`config.mk`:
```
export PLATFORM = sky130hd
export DESIGN_NAME = refresh_sched
export DESIGN_NICKNAME = d
export VERILOG_FILES = /design/src/rtl/refresh_pkg.sv /design/src/rtl/refresh_interval_timer.sv /design/src/rtl/refresh_debt_ctr.sv /design/src/rtl/refresh_req_seq.sv /design/src/rtl/refresh_sched.sv
export SDC_FILE = /design/constraint.sdc
export NUM_CORES = 1
export LEC_CHECK = 0
export ABC_AREA = 1
export BUFFER_PORTS_ARGS = -buffer_cell sky130_fd_sc_hd__buf_2
export CORE_MARGIN = 2
export CORE_UTILIZATION = 28
export DETAILED_ROUTE_END_ITERATION = 10
export GPL_ROUTABILITY_DRIVEN = 0
export SLEW_MARGIN = 25
export SYNTH_ARGS = -nofsm -noshare
export SYNTH_HDL_FRONTEND = slang
export SYNTH_SLANG_ARGS = --single-unit
```
`constraint.sdc`:
```
create_clock -name clk -period 3.1 [get_ports clk]
set_input_delay 0.62 -clock clk [delete_from_list [all_inputs] [get_ports clk]]
set_output_delay 0.62 -clock clk [all_outputs]
set_load 0.005 [all_outputs]
```
`src/rtl/refresh_pkg.sv`:
```
package refresh_pkg;
  typedef enum logic [1:0] {
    SEQ_IDLE = 2'd0,
    SEQ_REF  = 2'd1,
    SEQ_PALL = 2'd2,
    SEQ_GAP  = 2'd3
  } seq_state_t;

  localparam int unsigned TEMP_CODES = 4;
endpackage

```
`src/rtl/refresh_interval_timer.sv`:
```
module refresh_interval_timer #(
  parameter int unsigned BASE_INTERVAL = 1950
) (
  input  logic       clk,
  input  logic       rst,
  input  logic [1:0] temp_code,
  output logic       tick
);
  localparam int unsigned TW = $clog2(BASE_INTERVAL + 1);

  logic [TW-1:0] cnt;
  logic [TW-1:0] reload [refresh_pkg::TEMP_CODES];

  for (genvar g = 0; g < refresh_pkg::TEMP_CODES; g++) begin : g_reload
    assign reload[g] = TW'((BASE_INTERVAL >> g) - 1);
  end

  assign tick = (cnt == '0);

  always_ff @(posedge clk) begin
    if (rst || tick) begin
      cnt <= reload[temp_code];
    end else begin
      cnt <= cnt - 1'b1;
    end
  end
endmodule

```
`src/rtl/refresh_debt_ctr.sv`:
```
module refresh_debt_ctr #(
  parameter int unsigned MAX_OWED = 8,
  localparam int unsigned OW = $clog2(MAX_OWED + 1)
) (
  input  logic          clk,
  input  logic          rst,
  input  logic          inc,
  input  logic          dec,
  output logic [OW-1:0] owed,
  output logic          pending,
  output logic          urgent
);
  localparam int unsigned OW1 = OW + 1;
  localparam logic [OW:0] MAXV = OW1'(MAX_OWED);

  logic [OW:0]   sum;
  logic [OW-1:0] owed_nxt;

  always_comb begin
    sum = {1'b0, owed} + OW1'(inc) - OW1'(dec && (owed != '0));
    if (sum > MAXV) begin
      owed_nxt = MAXV[OW-1:0];
    end else begin
      owed_nxt = sum[OW-1:0];
    end
  end

  always_ff @(posedge clk) begin
    if (rst) begin
      owed   <= '0;
      urgent <= 1'b0;
    end else begin
      owed   <= owed_nxt;
      urgent <= ({1'b0, owed_nxt} == MAXV);
    end
  end

  assign pending = (owed != '0);
endmodule

```
`src/rtl/refresh_req_seq.sv`:
```
module refresh_req_seq
  import refresh_pkg::*;
(
  input  logic clk,
  input  logic rst,
  input  logic pending,
  input  logic grant,
  input  logic slow_mode,
  output logic ref_req,
  output logic pall_req,
  output logic retire
);
  seq_state_t st, nxt;

  always_comb begin
    nxt = st;
    unique case (st)
      SEQ_IDLE: nxt = pending ? SEQ_REF : SEQ_IDLE;
      SEQ_REF:  if (grant) nxt = slow_mode ? SEQ_PALL : SEQ_GAP;
      SEQ_PALL: if (grant) nxt = SEQ_GAP;
      SEQ_GAP:  nxt = pending ? SEQ_REF : SEQ_IDLE;
      default:  nxt = SEQ_IDLE;
    endcase
  end

  always_ff @(posedge clk) begin
    if (rst) begin
      st       <= SEQ_IDLE;
      ref_req  <= 1'b0;
      pall_req <= 1'b0;
    end else begin
      st       <= nxt;
      ref_req  <= (nxt == SEQ_REF);
      pall_req <= (nxt == SEQ_PALL);
    end
  end

  assign retire = ref_req && grant;
endmodule

```
`src/rtl/refresh_sched.sv`:
```
module refresh_sched #(
  parameter int unsigned BASE_INTERVAL = 1950,
  parameter int unsigned MAX_OWED      = 8
) (
  input  logic       clk,
  input  logic       rst,
  input  logic [1:0] temp_code,
  input  logic       ref_grant,
  input  logic       slow_clk_mode,
  output logic       ref_req,
  output logic       pall_req,
  output logic       ref_urgent
);
  localparam int unsigned OW = $clog2(MAX_OWED + 1);

  logic          tick;
  logic          retire;
  logic          pending;
  logic [OW-1:0] owed_cnt;

  refresh_interval_timer #(.BASE_INTERVAL(BASE_INTERVAL)) u_timer (
    .clk       (clk),
    .rst       (rst),
    .temp_code (temp_code),
    .tick      (tick)
  );

  refresh_debt_ctr #(.MAX_OWED(MAX_OWED)) u_debt (
    .clk     (clk),
    .rst     (rst),
    .inc     (tick),
    .dec     (retire),
    .owed    (owed_cnt),
    .pending (pending),
    .urgent  (ref_urgent)
  );

  refresh_req_seq u_seq (
    .clk       (clk),
    .rst       (rst),
    .pending   (pending),
    .grant     (ref_grant),
    .slow_mode (slow_clk_mode),
    .ref_req   (ref_req),
    .pall_req  (pall_req),
    .retire    (retire)
  );
endmodule

```
[Yosys cells after proc, flatten, opt, wreduce, memory -nomap -nowiden]
Cells that the tools add are included.
Cells by class
  add/subtract/negate cells: 3
  magnitude comparators: 2
  eq/ne operators: 6
  mux-type cells: 10
  bitwise gates (word level): 1
  reduce and logical (&&, ||, !) cells: 7
Operators with widths (count)
  two-way mux 11 bit: 3
  binary-select mux 11 bit (select 2 bit): 1
  logical NOT 11 bit: 1
  subtractor 11 x 1 -> 11 bit, second input constant: 1
  equality test 2 bit, second input constant: 3
  one-hot mux 2 bit (3 select lines): 1
  adder 4 x 1 -> 5 bit: 1
  > comparator 5 x 4 -> 1 bit, second input constant: 1
  subtractor 5 x 1 -> 5 bit: 1
  equality test 2 x 1 -> 1 bit, second input constant: 2
  equality test 4 bit, second input constant: 1
  two-way mux 2 bit: 2
  two-way mux 4 bit: 1
  nonzero test 4 bit: 1
  greater-or-equal comparator 3 bit, second input constant: 1
  inverter 2 -> 3 bit: 1
  logical AND 1 bit: 2
  logical NOT 2 bit: 1
  two-way mux 1 bit: 2
  OR reduction 2 bit: 1
  logical OR 1 bit: 1
Storage, ports and cells
  register bits: 20
  input port bits: 6
  output and inout port bits: 3
  logic and storage cells: 35

[Logic depth before layout (Yosys ltp)]
  depth after elaboration: 6
  depth in mapped cells: 16
  gate-level depth less buffers: 16

[Cells and area by module]
A second synthesis with hierarchy kept.
Second synthesis, totals
  cell total of the unflattened synthesis: 182
  area total of the unflattened synthesis: 1244.9 um^2
By module, submodules not included
  refresh_interval_timer: times used 1, cells each 95, area each 628.1 um^2, sequential area each 220.2 um^2
  refresh_debt_ctr: times used 1, cells each 56, area each 395.4 um^2, sequential area each 100.1 um^2
  refresh_req_seq: times used 1, cells each 31, area each 221.5 um^2, sequential area each 80.1 um^2

[Worst setup path after synthesis]
Ideal clock, no wire load.
  path type: flip-flop to flip-flop
  start: reg u_timer.cnt[0]
  end: reg u_debt.owed[2]
  setup time: 0.111 ns
  arrival time: 2.244 ns
  required time: 2.989 ns
  setup slack: 0.745 ns
  cell stages (with the launch flop): 16
  path buffers: 0
  period minus slack after synthesis: 2.355 ns
  path through: dfxtp_1 -> inv_1 -> ha_1 -> nand3_1 -> nor2_1 -> nand2_1 -> ha_1 -> inv_1 -> ha_1 -> fa_1 -> nand3_1 -> nand2_1 -> nand2_1 -> nand2_1 -> nand2_1 -> nor2_1
Between the ends
  cells in the longest elaborated chain, start to end: 5
RTL lines
  start: declaration: RTL line refresh_interval_timer.sv:11  | logic [TW-1:0] cnt;
  start signal: assignment: RTL line refresh_interval_timer.sv:22  | cnt <= reload[temp_code];
  start signal: assignment: RTL line refresh_interval_timer.sv:24  | cnt <= cnt - 1'b1;
  logical NOT 11 bit (*): RTL line refresh_interval_timer.sv:18  | assign tick = (cnt == '0);
  adder 4 x 1 -> 5 bit (*): RTL line refresh_debt_ctr.sv:20  | sum = {1'b0, owed} + OW1'(inc) - OW1'(dec && (owed != '0));
  subtractor 5 x 1 -> 5 bit (*): RTL line refresh_debt_ctr.sv:20
  > comparator 5 x 4 -> 1 bit: RTL line refresh_debt_ctr.sv:21  | if (sum > MAXV) begin
  two-way mux 4 bit (*): RTL line refresh_debt_ctr.sv:21
  end signal: assignment: RTL line refresh_debt_ctr.sv:33  | owed <= owed_nxt;
  end: declaration: RTL line refresh_debt_ctr.sv:9  | output logic [OW-1:0] owed,
Every way passes the cells marked *; elsewhere a longest branch is shown, timed or not.
A chain may end at the register's enable or synchronous reset.

[Final worst setup path]
Ends and elaborated chain as after synthesis.

==> results.md <==
- NumNets Final: 196
- WP data required: 3.29 ns
- Comb power frac: 36.0%
- Clock power frac: 23.5%
- Vias per inst: 4.323
- I/O Pins: 9
- Worst rel slew slack: 73.80%
- PortBufs: 8
- Starting Density: 29.50%
- Die area: 4782 um^2
- Compound-cell area share of the yosys netlist: 7.684%
- Peak Freq: 390.2 MHz
- GRT Util Overall: 9.528%
- Main area contributors after synthesis: dfxtp_1, nand2_1, ha_1
- Number of global-route vias before repair: 910
- First-pass GRT wire length: 3836 um
- Largest net degree at the start of global routing: 14
- Tmin final: 2.563 ns
- Initial antenna violation count: 0
- Post-synth EDFFs: 0
- Clk slew on worst S/H paths: 0.07 ns
- CORE AREA: 4029 um^2
- Mapped Nets: 185
- Cell internal pwr: 0.5377 mW
- Max VDD drop: 0.3417 mV
- Syn-to-layout area delta: 11.90%
- Multiplexer share of the synthesized area: 0%
- Tcrit/Tclk final: 82.68%
- Sw Ratio: 36.15%
- Status: complete, no violations
- Max-cap violation count: 0
- Setup violations, final: 0
- Leakage: 0.6545 nW
- # DRC: 0
- Total Wirelength: 2087 um
- Worst Setup End Kind: flip-flop
- Die Y: 69.16 um
- Post-Synthesis Cells: 166
- Mapped Area: 1189 um^2
- DPL Wire Length: 1709 um
- Post-Synth XOR/XNOR Area: 2.947%
- Largest family of logic cells by synthesized area: simple AND/OR/NAND/NOR gates
- Pwr Total: 0.8421 mW
- Hold Violations, Final: 0
- Pre-Repair DR Iteration Count: 4
- Post-synth cell types: 22
- Hold Crit Class: flip-flop to flip-flop
- Crit-path max FO: 6
- Routed via count: 977
- Synth Area in Simple Gates: 33.05%
- Post-synthesis register bit count: 20
- Post-CTS resize count: 0
- Main synth FF type: dfxtp_1
- Share of power burned in registers: 40.5%
- CTS sink count: 20
- Register area share after synthesis: 33.68%
- Clk Latency, worst-skew pair: 0.25 ns
- Synth top area share: 33.68%
- PD cells: 633.2 nW/um^2
- Worst-Margin Slew: 0.3922 ns
- WS Path Type: flip-flop to flip-flop
- Share of cells above drive strength 1: 13.07%
- Final ANT Viol Nets: 0
- Cts bufs inserted: 3
- Area leader, netlist: dfxtp_1
- Crit start category: flip-flop
- Diodes inserted: 0
- CTS tree: yes
- Fin Setup TNS: 0 ns
- Hold buffers post-CTS: 0
- Initial DRC Count: 29
- H-tree depth: 1
- Syn avg cell area: 7.160 um^2
- Cell Rows: 23
- Max clock buf depth: 2
- Arrival time at the worst endpoint: 2.76 ns
- RSZ-0062 raised after global routing: false
- Avg WL per Cell: 9.235 um
- Async set-or-reset flop fraction in the synthesized netlist: 0%
- Die extent in x: 69.16 um
- Root Driver: clkbuf_8
- Final hold slack: 0.5099 ns
- Ys Warns: 0
- Post-Synth Adder-Cell Area: 14.32%
- Sw power: 0.3044 mW
- Fin. max-slew vios: 0
- Total gr overflow: 0
- Final setup skew: 0.001648 ns
- Post-CTS setup buffers: 0
- Post-layout util: 33.01%
==> worst max-delay path, stage by stage (launching register included) <==
cell and delay, ns:
dfxtp_1 0.31, inv_1 0.14, ha_1 0.26, nand3_1 0.12, nor2_1 0.14, nand2_1 0.10
ha_1 0.28, inv_1 0.04, ha_1 0.19, fa_1 0.41, nand3_1 0.12, nand3_1 0.08
nand2_1 0.13, nand2_1 0.08, nor2_1 0.10
==> Yosys cell counts (3+ instances only) <==
cell and number:
a21oi_1 4, dfxtp_1 20, ha_1 12, inv_1 22
nand2_1 49, nand2_2 3, nand3_1 9, nor2_1 20
nor3_1 4, o21ai_0 4, o21ai_2 4
==> registers in the layout, summed over array words and instances (netlist names) <==
| signal | count |
|---|---|
| u_timer.cnt | 11 |
| u_debt.owed | 4 |
| u_seq.ref_req | 1 |
| u_seq.st | 2 |
| u_seq.pall_req | 1 |
| u_debt.urgent | 1 |
==> cell type report <==
type	count	area (um^2)
timing repair buffer	8	40.04
fill	444	2699
tap	50	62.56
clock buffer	4	55.05
multi-input combinational	122	689.4
sequential	20	400.4
inverter	22	82.58
==> cells by family (layout without fill, tap and decap cells) <==
| family | after synthesis | count (layout) |
|---|---|---|
| flip-flops | 20 | 20 |
| AND/OR/NAND/NOR | 92 | 92 |
| XOR/XNOR | 4 | 4 |
| buffers and inverters | 24 | 34 |
| adder cells (fa/ha/maj) | 13 | 13 |
| AO/OA/AOI/OAI | 13 | 13 |
==> per-layer routing <==
metal | wire, um | global-route usage [%]
met1 | 1084 | 13.53
met2 | 901 | 14.74
met3 | 74 | 0.8772
met4 | 27 | 3.922
met5 | 0 | 0
==> path summary, 6_finish.rpt <==
path                    endpoint      startpoint  slack (ns)  cells past startpoint
setup / recovery  u_debt.owed[2]  u_timer.cnt[0]        0.54                     14
hold / removal    u_timer.cnt[7]  u_timer.cnt[7]        0.51                      2
setup reg to reg  u_debt.owed[2]  u_timer.cnt[0]        0.54                     14
hold reg to reg   u_timer.cnt[7]  u_timer.cnt[7]        0.51                      2
==> power by group through the flow <==
stage / clock (mW) / combinational, mW / sequential, mW
after global placement: 0 / 0.302 / 0.349
after detailed placement: 0 / 0.304 / 0.347
final: 0.198 / 0.303 / 0.341
after CTS: 0.203 / 0.306 / 0.341
after global routing: 0.214 / 0.352 / 0.349
after floorplan: 0 / 0.237 / 0.342
==> through the flow <==
step	setup WS (ns)	std cells	instance area, um^2
6_report	0.5371	226	1330
5_1_grt	0.2658	226	1330
4_1_cts	0.5131	226	1330
3_5_place_dp	0.5493	222	1275
3_3_place_gp	0.6107	222	1275
2_1_floorplan	0.7445	166	1189
==> layout by cell type, fill, tap and decap left out, types with 8 or more instances in the layout <==
master   instances
nand2_1         49
inv_1           22
nor2_1          20
dfxtp_1         20
ha_1            12
nand3_1          9
buf_2            8
(Power assumes the default switching activity.)
